## config.mk

```make
export PLATFORM = sky130hd
export DESIGN_NAME = qos_lrg_arbiter
export DESIGN_NICKNAME = d
export VERILOG_FILES = /design/src/rtl/qos_arb_pkg.sv /design/src/rtl/qos_lrg_order.sv /design/src/rtl/qos_lrg_pick.sv /design/src/rtl/qos_lrg_arbiter.sv
export SDC_FILE = /design/constraint.sdc
export NUM_CORES = 1
export LEC_CHECK = 0
export ABC_AREA = 0
export BUFFER_PORTS_ARGS = -buffer_cell sky130_fd_sc_hd__buf_4
export CAP_MARGIN = 40
export CORE_AREA = 3 3 105 107
export CTS_CLUSTER_DIAMETER = 50
export DETAILED_ROUTE_END_ITERATION = 8
export DIE_AREA = 0 0 108 110
export GPL_TIMING_DRIVEN = 0
export PLACE_DENSITY = 0.59
export SLEW_MARGIN = 10
export SYNTH_ARGS = -nofsm -noshare
export SYNTH_HDL_FRONTEND = slang
export SYNTH_SLANG_ARGS = --single-unit
```

## constraint.sdc

```tcl
create_clock -name clk -period 18.05 [get_ports clk]
set_input_delay 0.9025 -clock clk [delete_from_list [all_inputs] [get_ports clk]]
set_output_delay 0.9025 -clock clk [all_outputs]
set_load 0.05 [all_outputs]
```

## src/rtl/qos_arb_pkg.sv

```systemverilog
package qos_arb_pkg;
  localparam int unsigned PRIO_W = 4;
  typedef logic [PRIO_W-1:0] prio_t;
endpackage

```

## src/rtl/qos_lrg_order.sv

```systemverilog
// Ordered recency list: position 0 holds the least recently granted port.
module qos_lrg_order #(
  parameter int unsigned NUM_PORTS = 5,
  parameter int unsigned IDX_W     = 3
) (
  input  logic                                clk,
  input  logic                                rst_n,
  input  logic                                upd_i,
  input  logic [IDX_W-1:0]                    upd_idx_i,
  output logic [NUM_PORTS-1:0][IDX_W-1:0]     order_o
);
  logic [NUM_PORTS-1:0][IDX_W-1:0] order_q, order_d;

  // Move the granted port to the most-recent end; close the gap behind it.
  always_comb begin
    logic found;
    found   = 1'b0;
    order_d = order_q;
    for (int k = 0; k < NUM_PORTS; k++) begin
      if (order_q[k] == upd_idx_i) found = 1'b1;
      if (found && (k < NUM_PORTS - 1)) order_d[k] = order_q[k+1];
    end
    order_d[NUM_PORTS-1] = upd_idx_i;
  end

  always_ff @(posedge clk or negedge rst_n) begin
    if (!rst_n) begin
      for (int k = 0; k < NUM_PORTS; k++) order_q[k] <= IDX_W'(k);
    end else if (upd_i) begin
      order_q <= order_d;
    end
  end

  assign order_o = order_q;

  // The list changes only on a completed handshake.
  assert_order_frozen_R7: assert property (@(posedge clk) disable iff (!rst_n)
    !upd_i |=> $stable(order_q));

  // Each port index appears exactly once in the list.
  for (genvar p = 0; p < NUM_PORTS; p++) begin : g_perm
    logic [NUM_PORTS-1:0] hit;
    for (genvar k = 0; k < NUM_PORTS; k++) begin : g_hit
      assign hit[k] = (order_q[k] == IDX_W'(p));
    end
    assert_order_perm_R2: assert property (@(posedge clk) disable iff (!rst_n)
      $countones(hit) == 1);
  end
endmodule

```

## src/rtl/qos_lrg_pick.sv

```systemverilog
// Combinational choice: highest priority first, then the oldest entry in the list.
module qos_lrg_pick
  import qos_arb_pkg::*;
#(
  parameter int unsigned NUM_PORTS = 5,
  parameter int unsigned IDX_W     = 3
) (
  input  logic                            clk,
  input  logic                            rst_n,
  input  logic [NUM_PORTS-1:0]            valid_i,
  input  prio_t [NUM_PORTS-1:0]           prio_i,
  input  logic [NUM_PORTS-1:0][IDX_W-1:0] order_i,
  output logic                            win_valid_o,
  output logic [IDX_W-1:0]                win_idx_o
);
  prio_t top_prio;

  always_comb begin
    top_prio = '0;
    for (int p = 0; p < NUM_PORTS; p++) begin
      if (valid_i[p] && (prio_i[p] > top_prio)) top_prio = prio_i[p];
    end
  end

  always_comb begin
    logic found;
    found     = 1'b0;
    win_idx_o = '0;
    for (int k = 0; k < NUM_PORTS; k++) begin
      if (!found && valid_i[order_i[k]] && (prio_i[order_i[k]] == top_prio)) begin
        found     = 1'b1;
        win_idx_o = order_i[k];
      end
    end
  end

  assign win_valid_o = |valid_i;

  for (genvar p = 0; p < NUM_PORTS; p++) begin : g_chk
    assert_top_prio_R1: assert property (@(posedge clk) disable iff (!rst_n)
      win_valid_o |-> !(valid_i[p] && (prio_i[p] > prio_i[win_idx_o])));
  end
endmodule

```

## src/rtl/qos_lrg_arbiter.sv

```systemverilog
module qos_lrg_arbiter
  import qos_arb_pkg::*;
#(
  parameter int unsigned NUM_PORTS = 5,
  localparam int unsigned IDX_W    = (NUM_PORTS > 1) ? $clog2(NUM_PORTS) : 1
) (
  input  logic                        clk,
  input  logic                        rst_n,
  input  logic [NUM_PORTS-1:0]        req_valid_i,
  input  logic [NUM_PORTS*PRIO_W-1:0] req_prio_i,
  input  logic                        out_ready_i,
  output logic [NUM_PORTS-1:0]        gnt_o,
  output logic                        out_valid_o,
  output logic [PRIO_W-1:0]           out_prio_o,
  output logic [IDX_W-1:0]            out_port_o
);
  prio_t [NUM_PORTS-1:0]           prio_vec;
  logic  [NUM_PORTS-1:0][IDX_W-1:0] order;
  logic                             pick_valid;
  logic  [IDX_W-1:0]                pick_idx;
  logic                             lock_q, lock_d;
  logic  [IDX_W-1:0]                lock_idx_q, lock_idx_d;
  logic                             lock_live, sel_any, hs;
  logic  [IDX_W-1:0]                sel_idx;

  for (genvar p = 0; p < NUM_PORTS; p++) begin : g_unpack
    assign prio_vec[p] = req_prio_i[p*PRIO_W +: PRIO_W];
  end

  qos_lrg_order #(.NUM_PORTS(NUM_PORTS), .IDX_W(IDX_W)) u_order (
    .clk       (clk),
    .rst_n     (rst_n),
    .upd_i     (hs),
    .upd_idx_i (sel_idx),
    .order_o   (order)
  );

  qos_lrg_pick #(.NUM_PORTS(NUM_PORTS), .IDX_W(IDX_W)) u_pick (
    .clk         (clk),
    .rst_n       (rst_n),
    .valid_i     (req_valid_i),
    .prio_i      (prio_vec),
    .order_i     (order),
    .win_valid_o (pick_valid),
    .win_idx_o   (pick_idx)
  );

  // A stalled grant stays put while its requester keeps asking.
  assign lock_live = lock_q && req_valid_i[lock_idx_q];
  assign sel_idx   = lock_live ? lock_idx_q : pick_idx;
  assign sel_any   = lock_live || pick_valid;
  assign hs        = sel_any && out_ready_i;

  always_comb begin
    gnt_o = '0;
    if (sel_any) gnt_o[sel_idx] = 1'b1;
  end

  assign out_valid_o = sel_any;
  assign out_prio_o  = prio_vec[sel_idx];
  assign out_port_o  = sel_idx;

  always_comb begin
    lock_d     = sel_any && !out_ready_i;
    lock_idx_d = sel_idx;
  end

  always_ff @(posedge clk or negedge rst_n) begin
    if (!rst_n) begin
      lock_q     <= 1'b0;
      lock_idx_q <= '0;
    end else begin
      lock_q <= lock_d;
      if (lock_d) lock_idx_q <= lock_idx_d;
    end
  end

  assert_grant_onehot_R5: assert property (@(posedge clk) disable iff (!rst_n)
    $onehot0(gnt_o) && ((|gnt_o) == (|req_valid_i)));

  assert_grant_hold_R6: assert property (@(posedge clk) disable iff (!rst_n)
    (out_valid_o && !out_ready_i) |=>
      (!(|($past(gnt_o) & req_valid_i)) || (gnt_o == $past(gnt_o))));
endmodule

```

==> Word level (Yosys, flattened, before mapping) <==
Cells that the tools add are included.
{ "totals": {"register_bits": 19, "in_bits": 28, "out_inout_bits": 13, "wordCells": 104} }
{ "op_classes": {"magnitude_cmp": 13, "eq_ne": 9, "mux": 46, "reduce_logical": 29} }
{ "op_table": {"columns": ["operator", "count"], "rows": [
  ["$bmux W4 S3", 6],
  ["$mux W4", 11],
  ["$lt A3 B4 Y1 const B", 7],
  ["$eq A4 B4 Y1", 5],
  ["$bmux W1 S3", 6],
  ["$logic_and A1 B1 Y1", 18],
  ["$mux W3", 6],
  ["$gt A4 B4 Y1", 4],
  ["$mux W1", 15],
  ["$eq A3 B3 Y1", 4],
  ["$reduce_and A2 Y1", 4],
  ["$logic_not A1 Y1", 5],
  ["$mux W5", 1],
  ["$reduce_or A5 Y1", 1],
  ["$gt A4 B1 Y1 const B", 1],
  ["$demux W1 S3", 1],
  ["$ge A3 B1 Y1 const B", 1],
  ["$logic_or A1 B1 Y1", 1]
]} }

==> Logic depth before layout (Yosys ltp) <==
{ "depth": {"ltp_word": 41, "depth_mapped": 44, "ltp_nobuf": 40} }

==> By module <==
A second synthesis with hierarchy kept.
{ "hier_totals": {"cells_unflattened": 572, "hier_area_um2": 4599.4} }
{ "modules_own_cells": {"columns": ["mod", "n_inst", "cells_per_inst", "area_per_inst_um2"], "rows": [
  ["qos_lrg_pick", 1, 438, 3083.0],
  ["qos_lrg_order", 1, 52, 838.3],
  ["qos_lrg_arbiter", 1, 82, 678.2]
]} }

==> Least setup slack after synthesis <==
OpenSTA, ideal clock, no wires.
{ "synth_path": {"path_type": "in2out", "startpoint": "input port req_valid_i[0]", "endpoint": "output port out_prio_o[0]", "t_arrival_ns": 10.136, "t_required_ns": 17.147, "path_slack_ns": 7.011, "stages": 41, "n_path_buf": 4, "path_cell_list": "buf_2 -> and2_1 -> inv_1 -> ha_1 -> a21oi_1 -> a21oi_1 -> mux2_2 -> inv_2 -> ha_1 -> and2_1 -> a31oi_2 -> o211a_4 -> nor4_2 -> or2_1 -> buf_2 -> inv_1 -> ha_1 -> and4b_1 -> [5 not listed] -> inv_1 -> ha_1 -> and4b_1 -> a211oi_1 -> nor2_1 -> o21ai_1 -> mux2i_1 -> nand2_1 -> a311o_1 -> a221o_1 -> a2111o_1 -> buf_4 -> o2111ai_2 -> a32oi_2 -> a21oi_2 -> clkbuf_1 -> mux2i_1 -> o221ai_1"} }
{ "synth_via": {"elab_chain_cells": 36, "elab_cells_between_ends": 57} }
{ "synth_lines": {"columns": ["element", "line", "text"], "rows": [
  ["start: declaration", "qos_lrg_arbiter.sv:9", "input logic [NUM_PORTS-1:0] req_valid_i,"],
  ["$logic_and A1 B1 Y1", "qos_lrg_pick.sv:21", "if (valid_i[p] && (prio_i[p] > top_prio)) top_prio = prio_i[p];"],
  ["$mux W4", "qos_lrg_pick.sv:21", null],
  ["$gt A4 B4 Y1", "qos_lrg_pick.sv:21", null],
  ["$logic_and A1 B1 Y1", "qos_lrg_pick.sv:21", null],
  ["$mux W4", "qos_lrg_pick.sv:21", null],
  ["$gt A4 B4 Y1", "qos_lrg_pick.sv:21", null],
  ["$logic_and A1 B1 Y1", "qos_lrg_pick.sv:21", null],
  ["$mux W4", "qos_lrg_pick.sv:21", null],
  ["[20 not listed]", null, null],
  ["$mux W1", "qos_lrg_pick.sv:30", "if (!found && valid_i[order_i[k]] && (prio_i[order_i[k]] == top_prio)) begin"],
  ["$logic_not A1 Y1", "qos_lrg_pick.sv:30", null],
  ["$logic_and A1 B1 Y1 (2 in a row)", "qos_lrg_pick.sv:30", null],
  ["$mux W3", "qos_lrg_pick.sv:30", null],
  ["$mux W3 *", "qos_lrg_arbiter.sv:50", "assign sel_idx = lock_live ? lock_idx_q : pick_idx;"],
  ["net out_port_o[0]", "qos_lrg_arbiter.sv:15", "output logic [IDX_W-1:0] out_port_o"],
  ["$bmux W4 S3 *", "qos_lrg_arbiter.sv:60", "assign out_prio_o = prio_vec[sel_idx];"],
  ["$mux W4 (not written as such) *", "qos_lrg_arbiter.sv:60", null],
  ["end: declaration", "qos_lrg_arbiter.sv:14", "output logic [PRIO_W-1:0] out_prio_o,"]
]} }
The timed path passes the listed nets; every way through them passes the cells marked *. The select of a mux whose other input is x is not followed.

==> Worst setup path in the final report <==
{ "layout_path": {"startpoint": "input port req_valid_i[0]", "endpoint": "output port out_prio_o[0]"} }
{ "layout_via": {"elab_chain_cells": 36, "elab_cells_between_ends": 57} }
{ "layout_lines": {"columns": ["element", "line"], "rows": [
  ["$logic_and A1 B1 Y1", "qos_lrg_pick.sv:21"],
  ["$mux W4", "qos_lrg_pick.sv:21"],
  ["$gt A4 B4 Y1", "qos_lrg_pick.sv:21"],
  ["$logic_and A1 B1 Y1", "qos_lrg_pick.sv:21"],
  ["$mux W4", "qos_lrg_pick.sv:21"],
  ["$gt A4 B4 Y1", "qos_lrg_pick.sv:21"],
  ["$logic_and A1 B1 Y1", "qos_lrg_pick.sv:21"],
  ["$mux W4", "qos_lrg_pick.sv:21"],
  ["[18 not listed]", null],
  ["$logic_and A1 B1 Y1 (2 in a row)", "qos_lrg_pick.sv:30"],
  ["$mux W1", "qos_lrg_pick.sv:30"],
  ["$logic_not A1 Y1", "qos_lrg_pick.sv:30"],
  ["$logic_and A1 B1 Y1 (2 in a row)", "qos_lrg_pick.sv:30"],
  ["$mux W3", "qos_lrg_pick.sv:30"],
  ["$mux W3 *", "qos_lrg_arbiter.sv:50"],
  ["$bmux W4 S3 *", "qos_lrg_arbiter.sv:60"],
  ["$mux W4 (not written as such) *", "qos_lrg_arbiter.sv:60"]
]} }
Mark *: on every way between the ends. The rest lies on a longest branch, timed or not. The select of a mux whose other input is x is not followed.

==> summary.txt <==
Outcome
  – Outcome: finished, final reports clean

Layout
  – FF/Latch Area: 482 sq um
  – Layout Cells excl Fill: 770
  – Inserted Diodes: 0
  – Post-route cell area: 5080 sq um
  – Area Growth Syn to Fin: 11.0%
  – Fraction of layout cells with a size suffix above 1: 0.180
  – Multi-input logic area: 3810 sq um
  – Fillers: 1061
  – Fin nets: 677

Drt
  – Drt wl/cell: 23.0 um
  – Initial DRC Count: 549
  – Vias: 5259
  – ANT nets after route: 0
  – Vias/cell: 6.83
  – Drt total wl: 17.7 mm
  – Drt pass-1 iters: 5
  – Drt drc: 0

Global route
  – Vias in the first global route: 5026
  – Antenna violations before repair: 0
  – Met3 Use GR: 0.0204
  – Largest net degree at the start of global routing: 20
  – GRT Total Usage: 0.297
  – Met1 usage: 0.385
  – First-pass GRT wire length: 27.5 mm
  – Total grt overflow: 0
  – GRT met2 Usage: 0.507
  – GRT Max-Usage Layer: met2

Synthesis
  – Post-synth EDFFs: 0
  – Yosys warns: 0
  – Post-synthesis instance area: 4580 sq um
  – Post-synthesis sequential area ratio: 0.105
  – Area leader, netlist: mux2i_1
  – Ys flop type: dfrtp_1
  – Post-synthesis net count: 634
  – #FFs+latches synth: 19
  – Mean Syn Cell Area: 7.73 sq um
  – Cells after Synth: 592
  – Post-synth top cells: nand2_1, mux2i_1, nor2_1, o21ai_0, inv_1
  – Count leader, synth: nand2_1
  – Synth async-reset ratio: 1.00
  – Area contributors post-synth: mux2i_1, dfrtp_1, mux4_2, nand2_1, o21ai_0
  – Unique masters post-synth: 99
  – Share of the synthesized area in the top cell type: 0.0962

CTS
  – Root Driver: clkbuf_8
  – H-Tree Depth: 1
  – Clock Path Buffers: 2
  – CTS sink cnt: 19
  – Inserted Clock Buffers: 3
  – CTS Hold Bufs: 0
  – CTS tree: yes
  – Worst-Skew Late Latency: 0.27 ns
  – Setup Buffers After CTS: 0
  – CTS resizes: 0
  – Worst-path clk slew: 0.08 ns

Placement
  – Placer Congestion: 0.974
  – HPWL after DPL: 13.3 mm
  – Placed cell area: 5030 sq um
  – Cell count after placement: 766
  – Port bufs: 38

Timing
  – Slew of the pin with the lowest slew margin: 0.753 ns
  – Final min period: 12.72 ns
  – Max_slew headroom: 0.498
  – Endpoints failing setup: 0
  – Fin. max-slew vios: 0
  – Final setup TNS: 0 ns
  – Final number of hold-violating endpoints: 0
  – RSZ-0062 raised after global routing: false
  – FMAX: 0.0786 GHz
  – Tcrit/Tclk final: 0.705
  – Final Skew: 0.00324 ns

Die
  – Die width: 108 um
  – Num rows: 37
  – Core ar.: 10200 sq um
  – Die Area: 11900 sq um
  – Die H: 110 um
  – Starting Density: 0.447
  – IO Pins: 41

Critical path
  – Largest stage delay, worst path: 0.60 ns
  – Req. time, crit path: 17.15 ns
  – Crit path DAT: 11.82 ns
  – Flop2flop setup slack: 12.46 ns
  – Critical Path Start: req_valid_i[0]
  – Crit path kind: in -> out
  – CP Capture Type: output pin
  – Reg2Reg Depth: 17
  – CP Capture Point: out_prio_o[0]
  – CP dominant cell by count: ha_1
  – Crit-path slowest cell: o21ai_1
  – Reg2reg start: u_order.order_o[7]
  – Worst setup SP type: primary input
  – Reg-to-Reg End: u_order.order_o[8]
  – CP max FO: 10

Run
  – Max Cap Violations: 0

Power
  – Leakage power: 1.99 nW
  – Power density over the cells: 190 nW/um^2
  – Max rail drop VDD: 0.240 mV

Min path
  – Worst min path class: in -> async
how the worst min path moves through the flow:
stage | to | slack [ns]
finish | u_order.order_o[0] | 0.50
global route | u_order.order_o[0] | 0.51
CTS | lock_idx_q[2] | 0.51
detailed placement | u_order.order_o[13] | 0.61
global placement | u_order.order_o[13] | 0.61
floorplan | u_order.order_o[13] | 0.53
registers in the layout, indices dropped and copies added (netlist names):
register	count
lock_idx_q	3
lock_q	1
u_order.order_o	15
cell usage in the layout, fill, tap and decap left out, drive strengths merged, types with 4 or more instances in the layout:
cell type | netlist | routed
nor3 | 18 | 18
or2 | 4 | 4
buf | 14 | 52
a31oi | 13 | 13
clkbuf | 27 | 30
xor2 | 5 | 5
o221ai | 4 | 4
o2111ai | 9 | 9
o311ai | 5 | 5
nor2b | 5 | 5
mux2 | 15 | 15
nand3 | 19 | 19
nand2 | 60 | 60
inv | 32 | 32
nor2 | 44 | 44
a311oi | 4 | 4
a2111oi | 5 | 5
o21ai | 50 | 50
a21o | 7 | 7
a22oi | 5 | 5
a211oi | 5 | 5
or3 | 4 | 4
dfrtp | 14 | 14
o211ai | 8 | 8
dfstp | 5 | 5
xnor2 | 17 | 17
mux2i | 45 | 45
o21a | 4 | 4
and3 | 8 | 8
and2 | 9 | 9
nand4 | 11 | 11
mux4 | 13 | 13
a211o | 5 | 5
a21oi | 25 | 25
ha | 14 | 14
routing by layer:
layer  part of all wire  vias to the layer above
li1                   -                     2354
met1               0.41                     2535
met2               0.46                      298
met3              0.075                       72
met4              0.052                        0
met5                  0                        -
worst max-delay path, delay by kind of cell:
kind | cells | cell delay (ns)
and+or+nand+nor | 13 | 2.68
muxes | 2 | 0.65
adders and majority gates | 4 | 1.29
buffers and inverters | 8 | 1.47
AOI/OAI and AO/OA | 14 | 4.77
report_power, final:
| part | switching [mW] | leakage, nW | internal, mW | total, mW |
|---|---|---|---|---|
| Sequential | 0.0140 | 0.236 | 0.0626 | 0.0766 |
| Clock | 0.0164 | 0.0255 | 0.0154 | 0.0318 |
| Combinational | 0.545 | 1.73 | 0.310 | 0.856 |
| Total | 0.576 | 1.99 | 0.388 | 0.964 |
cell families (layout without fill, tap and decap cells):
kind of cell / after synthesis / count (layout) / share of synthesized area
and+or+nand+nor: 203 / 203 / 0.232
AOI/OAI and AO/OA: 188 / 188 / 0.318
muxes: 73 / 73 / 0.202
buffers and inverters: 73 / 115 / 0.0629
xor gates and xnor gates: 22 / 22 / 0.0421
DFF: 19 / 19 / 0.105
adders and majority gates: 14 / 14 / 0.0383
final cells by class:
type | instances | share of cell area
Buffer | 41 | 0.0330
Inverter | 32 | 0.0237
Clock inverter | 1 | 0.000985
Clock buffer | 3 | 0.00813
Timing Repair Buffer | 38 | 0.0562
Multi-Input combinational cell | 500 | 0.750
Tap cell | 136 | 0.0335
Sequential cell | 19 | 0.0949
through the flow:
step / power, mW / hold WS (ns) / util / setup slack [ns]
2_1_floorplan: 0.713 / 0.528 / - / 7.01
3_3_place_gp: 0.900 / 0.614 / 0.492 / 5.63
3_5_place_dp: 0.914 / 0.607 / 0.492 / 5.54
4_1_cts: 0.950 / 0.514 / 0.496 / 5.49
5_1_grt: 1.03 / 0.514 / 0.496 / 4.44
6_report: 0.964 / 0.498 / 0.496 / 5.33
Power figures use the tool's default switching activity.
